==> src/rtl/idx_win_pkg.sv <==
package idx_win_pkg;
  typedef enum logic [2:0] {
    ACC_RSV_RD,
    ACC_RSV_WR,
    ACC_BAD,
    ACC_PTR_RD,
    ACC_PTR_WR,
    ACC_DAT_RD,
    ACC_DAT_WR
  } acc_kind_e;

  typedef enum logic [1:0] {
    ST_IDLE,
    ST_REQ,
    ST_WAIT,
    ST_RSP
  } win_state_e;
endpackage

==> src/rtl/idx_win_decode.sv <==
module idx_win_decode
  import idx_win_pkg::*;
#(
  parameter int OFS_W      = 4,
  parameter int SIZE_W     = 3,
  parameter int RSV_BYTES  = 8,
  parameter int WORD_BYTES = 4
) (
  input  logic [OFS_W-1:0]  ofs,
  input  logic              we,
  input  logic [SIZE_W-1:0] size,
  output acc_kind_e         kind
);
  localparam int                WSH     = $clog2(WORD_BYTES);
  localparam logic [OFS_W-1:0]  RSV_OFS = OFS_W'(RSV_BYTES);
  localparam logic [SIZE_W-1:0] FULL    = SIZE_W'(WORD_BYTES);

  logic [OFS_W-1:0] rel;
  logic [OFS_W-1:0] sel;

  // word select = (offset - reserved bytes) / word bytes
  assign rel = ofs - RSV_OFS;
  assign sel = rel >> WSH;

  always_comb begin
    if (ofs < RSV_OFS || sel > OFS_W'(1)) begin
      kind = we ? ACC_RSV_WR : ACC_RSV_RD;
    end else if (size != FULL) begin
      kind = ACC_BAD;
    end else if (sel == '0) begin
      kind = we ? ACC_PTR_WR : ACC_PTR_RD;
    end else begin
      kind = we ? ACC_DAT_WR : ACC_DAT_RD;
    end
  end
endmodule

==> src/rtl/idx_win_ctrl.sv <==
module idx_win_ctrl
  import idx_win_pkg::*;
#(
  parameter int DATA_W = 32
) (
  input  logic              clk,
  input  logic              rst_n,
  input  logic              host_req_valid,
  output logic              host_req_ready,
  input  acc_kind_e         kind,
  input  logic [DATA_W-1:0] host_req_wdata,
  output logic              host_rsp_valid,
  input  logic              host_rsp_ready,
  output logic [DATA_W-1:0] host_rsp_rdata,
  output logic              host_rsp_err,
  output logic              reg_req_valid,
  input  logic              reg_req_ready,
  output logic              reg_req_we,
  output logic [DATA_W-1:0] reg_req_addr,
  output logic [DATA_W-1:0] reg_req_wdata,
  input  logic              reg_rd_valid,
  input  logic [DATA_W-1:0] reg_rd_data
);
  localparam logic [DATA_W-1:0] ALL_ONES = '1;

  win_state_e        state_q;
  logic [DATA_W-1:0] ptr_q;
  logic [DATA_W-1:0] rdata_q;
  logic [DATA_W-1:0] wdata_q;
  logic              err_q;
  logic              we_q;
  logic              accept;

  assign host_req_ready = (state_q == ST_IDLE);
  assign accept         = host_req_valid && host_req_ready;
  assign host_rsp_valid = (state_q == ST_RSP);
  assign host_rsp_rdata = rdata_q;
  assign host_rsp_err   = err_q;
  assign reg_req_valid  = (state_q == ST_REQ);
  assign reg_req_we     = we_q;
  assign reg_req_addr   = ptr_q;
  assign reg_req_wdata  = wdata_q;

  always_ff @(posedge clk or negedge rst_n) begin
    if (!rst_n) begin
      state_q <= ST_IDLE;
      ptr_q   <= '0;
      rdata_q <= '0;
      wdata_q <= '0;
      err_q   <= 1'b0;
      we_q    <= 1'b0;
    end else begin
      unique case (state_q)
        ST_IDLE: if (accept) begin
          err_q   <= (kind == ACC_BAD);
          rdata_q <= '0;
          unique case (kind)
            ACC_RSV_RD: begin rdata_q <= ALL_ONES; state_q <= ST_RSP; end
            ACC_PTR_RD: begin rdata_q <= ptr_q;    state_q <= ST_RSP; end
            ACC_PTR_WR: begin ptr_q   <= host_req_wdata; state_q <= ST_RSP; end
            ACC_DAT_RD: begin we_q <= 1'b0; state_q <= ST_REQ; end
            ACC_DAT_WR: begin
              we_q    <= 1'b1;
              wdata_q <= host_req_wdata;
              state_q <= ST_REQ;
            end
            default:    state_q <= ST_RSP;
          endcase
        end
        ST_REQ: if (reg_req_ready) begin
          state_q <= we_q ? ST_RSP : ST_WAIT;
        end
        ST_WAIT: if (reg_rd_valid) begin
          rdata_q <= reg_rd_data;
          state_q <= ST_RSP;
        end
        ST_RSP: if (host_rsp_ready) begin
          state_q <= ST_IDLE;
        end
        default: state_q <= ST_IDLE;
      endcase
    end
  end

  // response held until taken
  a_r8_rsp_hold: assert property (@(posedge clk) disable iff (!rst_n)
    host_rsp_valid && !host_rsp_ready |=>
      host_rsp_valid && $stable(host_rsp_rdata) && $stable(host_rsp_err));

  // single outstanding request
  a_r8_one_out: assert property (@(posedge clk) disable iff (!rst_n)
    host_rsp_valid |-> !host_req_ready);

  // register-space request held until accepted
  a_r5_req_hold: assert property (@(posedge clk) disable iff (!rst_n)
    reg_req_valid && !reg_req_ready |=>
      reg_req_valid && $stable(reg_req_addr) && $stable(reg_req_we)
      && $stable(reg_req_wdata));

  // pointer changes only after an accepted pointer write
  a_r4_ptr_change: assert property (@(posedge clk) disable iff (!rst_n)
    (reg_req_addr != $past(reg_req_addr)) |->
      $past(accept && kind == ACC_PTR_WR));

  // size error answered directly, no register-space request
  a_r7_bad_direct: assert property (@(posedge clk) disable iff (!rst_n)
    accept && kind == ACC_BAD |=> host_rsp_valid && host_rsp_err && !reg_req_valid);

  // read data only taken after the request was accepted
  a_r6_wait_after_req: assert property (@(posedge clk) disable iff (!rst_n)
    reg_req_valid && reg_req_ready && !reg_req_we |=> !host_rsp_valid);
endmodule

==> src/rtl/idx_win_port.sv <==
module idx_win_port
  import idx_win_pkg::*;
#(
  parameter int OFS_W      = 4,
  parameter int SIZE_W     = 3,
  parameter int DATA_W     = 32,
  parameter int RSV_BYTES  = 8,
  parameter int WORD_BYTES = DATA_W / 8
) (
  input  logic              clk,
  input  logic              rst_n,
  input  logic              host_req_valid,
  output logic              host_req_ready,
  input  logic [OFS_W-1:0]  host_req_ofs,
  input  logic              host_req_we,
  input  logic [DATA_W-1:0] host_req_wdata,
  input  logic [SIZE_W-1:0] host_req_size,
  output logic              host_rsp_valid,
  input  logic              host_rsp_ready,
  output logic [DATA_W-1:0] host_rsp_rdata,
  output logic              host_rsp_err,
  output logic              reg_req_valid,
  input  logic              reg_req_ready,
  output logic              reg_req_we,
  output logic [DATA_W-1:0] reg_req_addr,
  output logic [DATA_W-1:0] reg_req_wdata,
  input  logic              reg_rd_valid,
  input  logic [DATA_W-1:0] reg_rd_data
);
  acc_kind_e kind;

  idx_win_decode #(
    .OFS_W(OFS_W), .SIZE_W(SIZE_W),
    .RSV_BYTES(RSV_BYTES), .WORD_BYTES(WORD_BYTES)
  ) u_decode (
    .ofs(host_req_ofs), .we(host_req_we), .size(host_req_size), .kind(kind)
  );

  idx_win_ctrl #(.DATA_W(DATA_W)) u_ctrl (
    .clk(clk), .rst_n(rst_n),
    .host_req_valid(host_req_valid), .host_req_ready(host_req_ready),
    .kind(kind), .host_req_wdata(host_req_wdata),
    .host_rsp_valid(host_rsp_valid), .host_rsp_ready(host_rsp_ready),
    .host_rsp_rdata(host_rsp_rdata), .host_rsp_err(host_rsp_err),
    .reg_req_valid(reg_req_valid), .reg_req_ready(reg_req_ready),
    .reg_req_we(reg_req_we), .reg_req_addr(reg_req_addr),
    .reg_req_wdata(reg_req_wdata),
    .reg_rd_valid(reg_rd_valid), .reg_rd_data(reg_rd_data)
  );
endmodule

==> config.mk <==
export PLATFORM = sky130hd
export DESIGN_NAME = idx_win_port
export DESIGN_NICKNAME = d
export VERILOG_FILES = /design/src/rtl/idx_win_pkg.sv /design/src/rtl/idx_win_decode.sv /design/src/rtl/idx_win_ctrl.sv /design/src/rtl/idx_win_port.sv
export SDC_FILE = /design/constraint.sdc
export NUM_CORES = 1
export LEC_CHECK = 0
export BUFFER_PORTS_ARGS = -buffer_cell sky130_fd_sc_hd__buf_4
export CAP_MARGIN = 20
export CORE_MARGIN = 3
export CORE_UTILIZATION = 52
export DETAILED_ROUTE_END_ITERATION = 8
export GPL_TIMING_DRIVEN = 0
export PLACE_DENSITY_LB_ADDON = 0.05
export SYNTH_ARGS = -nofsm -noshare
export SYNTH_HDL_FRONTEND = slang
export SYNTH_SLANG_ARGS = --single-unit
export TNS_END_PERCENT = 10
==> constraint.sdc <==
create_clock -name clk -period 3.7 [get_ports clk]
set_input_delay 0.37 -clock clk [delete_from_list [all_inputs] [get_ports clk]]
set_output_delay 0.37 -clock clk [all_outputs]
set_load 0.05 [all_outputs]
==> metrics.md <==
| Metric | Value |
|---|---|
| Run status | finished, violations left |
| Violated checks | negative hold slack |
| Hold violation count in the final report | 6 |
| Weighted congestion reported at the end of routability-driven placement | 0.756 |
| Endpoint kind of the worst setup timing path | flop |
| Sequential share of the synthesized area | 56.6% |
| Final TNS setup | 0 ns |
| Resized cells post-CTS | 0 |
| Maximum clock frequency | 432 MHz |
| Placement row count | 33 |
| Mean post-synth cell area | 12.2 µm² |
| Mean number of vias per cell | 5.51 |
| Pin count of the biggest net entering global routing | 60 |
| Worst Path Arrival | 2.57 ns |
| Worst max-slew margin expressed relative to the limit | 61.5% |
| Crit path buffers/inverters | 2 |
| Routed wirelength normalized by instance count | 18.4 µm |
| Synth Register Bits | 100 |
| Layout net count | 633 |
| Tcrit/Tclk final | 62.5% |
| Final clock skew | 0.0121 ns |
| Overall die height | 98.2 µm |
| Iteration-0 DRC count of the detailed router | 173 |
| Final worst slack | 1.39 ns |
| Count of pins on the block boundary | 179 |
| Core footprint | 8260 µm² |
| Worst-path cell chain | inv_1 -> ha_1 -> and2b_1 -> nand3_4 -> nor3_4 -> buf_6 -> mux2_2 |
| Fraction of layout instances using a drive strength above 1 | 47.9% |
| Worst setup path class | reg2reg |
| Worst stage delay on the critical path | 0.42 ns |
| PwrDens | 663 nW/µm² |
| Cell count after synthesis | 363 |
| Number of setup violations in the final report | 0 |
| Required time reported for the critical path endpoint | 3.95 ns |
| Leakage dissipation | 3.22 nW |
| Routed vias | 3638 |
| # DRC | 0 |
| Classification of the worst-slack hold path | in2async |
| Initial antenna violation count | 0 |
| Detailed-route wire length | 12.1 mm |
| Critical-path cell with the highest stage delay | dfrtp_1 |
| Number of buffers added to fix hold violations after cts | 0 |
| Number of sinks driven by the clock tree | 100 |
| Crit path time final | 2.31 ns |
| Worst-path clk slew | 0.10 ns |
| Maximum clock path buffer count | 2 |
| Number of warnings issued by yosys | 0 |
| TritonCTS clock tree | yes |
| Synth Cell Area | 4420 µm² |
| Total overflow reported by the global router | 0 |
| Final ANT Viol Nets | 0 |
| Number of detailed-routing iterations run before antenna repair | 4 |
| Total global routing track utilization | 25.4% |
| RSZ-0062 raised after global routing | no |
| Tightest Pin Transition | 0.577 ns |
| Setup slack at placement | 1.38 ns |
| First-pass GRT wire length | 19.4 mm |
| Number of H-tree levels | 3 |
| Smallest hold slack | -0.0126 ns |
| Detailed placement HPWL | 8.91 mm |
| Distinct cell type count after synthesis | 33 |
| Synthesis-to-finish area growth | 38.0% |
| Master cell of the clock root buffer | clkbuf_8 |
| Number of buffers inserted by post-CTS setup repair | 0 |
| Highest ir drop seen on vdd | 0.348 mV |
| Max-capacitance violation count | 0 |
| DIE WIDTH | 98.2 µm |
| Via count of the first global-routing pass | 3795 |
| Slew Viols, Final | 0 |
| Maximum fanout along the worst path | 10 |
| Kind of cell adding the most delay to the critical path | simple AND/OR/NAND/NOR gates |
| Clock latency at the later pin of the worst-skew pair | 0.37 ns |
| Element type at the critical path start | flop |
| Synth Net Count | 446 |
| Die Outline Area | 9650 µm² |
| Antenna cell count | 0 |
| Design Power | 4.05 mW |
| Number of clock buffers inserted by TritonCTS | 9 |
| Number of buffers inserted by port buffering | 175 |
| Initial cell density of the core | 53.6% |
worst paths after layout:
check / from / endpoint / slack, ns / cells past startpoint
max in group asynchronous: rst_n / u_ctrl.host_rsp_rdata[17] / 3.03 / 2
hold reg to reg: u_ctrl.host_rsp_err / u_ctrl.host_rsp_err / 0.49 / 2
setup reg to reg: u_ctrl.state_q[0] / u_ctrl.reg_req_wdata[12] / 1.39 / 7
setup / recovery: u_ctrl.state_q[0] / u_ctrl.reg_req_wdata[12] / 1.39 / 7
hold / removal: rst_n / u_ctrl.state_q[1] / -0.01 / 1
min in group clk: host_req_wdata[11] / u_ctrl.reg_req_wdata[11] / 0.23 / 2
cells in the mapped netlist:
cell type / number / area (µm²)
buf_6: 6 / 67.6
a21oi_2: 1 / 8.76
buf_2: 3 / 15.0
o2111ai_1: 1 / 8.76
nor3_1: 32 / 160
a2111oi_0: 1 / 8.76
a21oi_1: 33 / 165
nand2b_1: 4 / 25.0
a211oi_1: 1 / 7.51
nor3_4: 2 / 32.5
nor2_1: 3 / 11.3
nor3b_1: 1 / 7.51
o21ai_0: 4 / 20.0
xor2_1: 1 / 8.76
buf_1: 1 / 3.75
o2bb2a_1: 1 / 10.0
a22o_1: 32 / 280
inv_1: 5 / 18.8
o21bai_1: 1 / 7.51
nand2_1: 36 / 135
nand3_1: 2 / 10.0
nor2b_1: 1 / 6.26
clkbuf_1: 16 / 60.1
dfrtp_1: 100 / 2500
and4bb_1: 1 / 12.5
mux2_1: 4 / 45.0
ha_1: 5 / 62.6
or2_2: 1 / 6.26
and2b_1: 1 / 7.51
nand3b_1: 1 / 7.51
o211ai_1: 1 / 7.51
mux2_2: 60 / 676
nand3_4: 1 / 17.5
cell type report:
cell class | count | area, µm²
flip-flops and latches | 100 | 2500
repair buffers | 176 | 1340
clock buffers | 9 | 124
inverters | 5 | 18.8
fillers | 623 | 2150
well taps | 105 | 131
multi-input cells | 232 | 1760
clock inverters | 7 | 83.8
plain buffers | 26 | 146
stage by stage:
step                      util (%)  cell area (µm²)  instances
after floorplan                  -             4420        363
after global placement        71.1             5870        643
after detailed placement      71.4             5900        644
after CTS                     73.9             6100        660
after global routing          73.9             6100        660
final                         73.9             6100        660
metal layers:
layer / GRT usage, % / share of wire (%) / vias up
met2: 44.1 / 50 / 140
met3: 7.07 / 7.8 / 13
met1: 31.5 / 40 / 1809
li1: - / - / 1676
met4: 6.62 / 1.5 / 0
met5: 0 / 0 / -
sequential cells by signal, summed over array words and instances (netlist names):
name,count
u_ctrl.host_rsp_err,1
u_ctrl.host_rsp_rdata,32
u_ctrl.reg_req_addr,32
u_ctrl.reg_req_wdata,32
u_ctrl.reg_req_we,1
u_ctrl.state_q,2
cells by family after synthesis:
| logic type | Yosys count | synth area share (%) |
|---|---|---|
| DFF | 100 | 56.6 |
| buffers and inverters | 31 | 3.73 |
| muxes | 64 | 16.3 |
| adders and majority gates | 5 | 1.41 |
| and+or+nand+nor | 86 | 9.93 |
| xor gates and xnor gates | 1 | 0.198 |
| AOI/OAI and AO/OA | 76 | 11.9 |
cells in the final DEF (no fill, tap or decap), types with 2 or more instances in the layout:
master	synthesis	layout
a21oi_1	33	33
a22o_1	32	32
buf_4	0	175
dfrtp_1	100	100
clkbuf_1	16	16
clkbuf_8	0	9
mux2_1	4	4
ha_1	5	5
nand2_1	36	36
nor3_1	32	32
nand3_1	2	2
buf_2	3	3
nor3_4	2	2
mux2_2	60	60
nand2b_1	4	4
nor2_1	3	3
clkinv_4	0	3
buf_6	6	6
inv_1	5	5
o21ai_0	4	4
report_power, final:
group	internal [mW]	total, mW	switching, mW	leakage (nW)
Combinational	0.642	1.93	1.29	1.75
Clock	0.324	0.728	0.404	0.102
Sequential	1.27	1.39	0.120	1.37
Note: power is estimated with default switching activity, not from simulation.
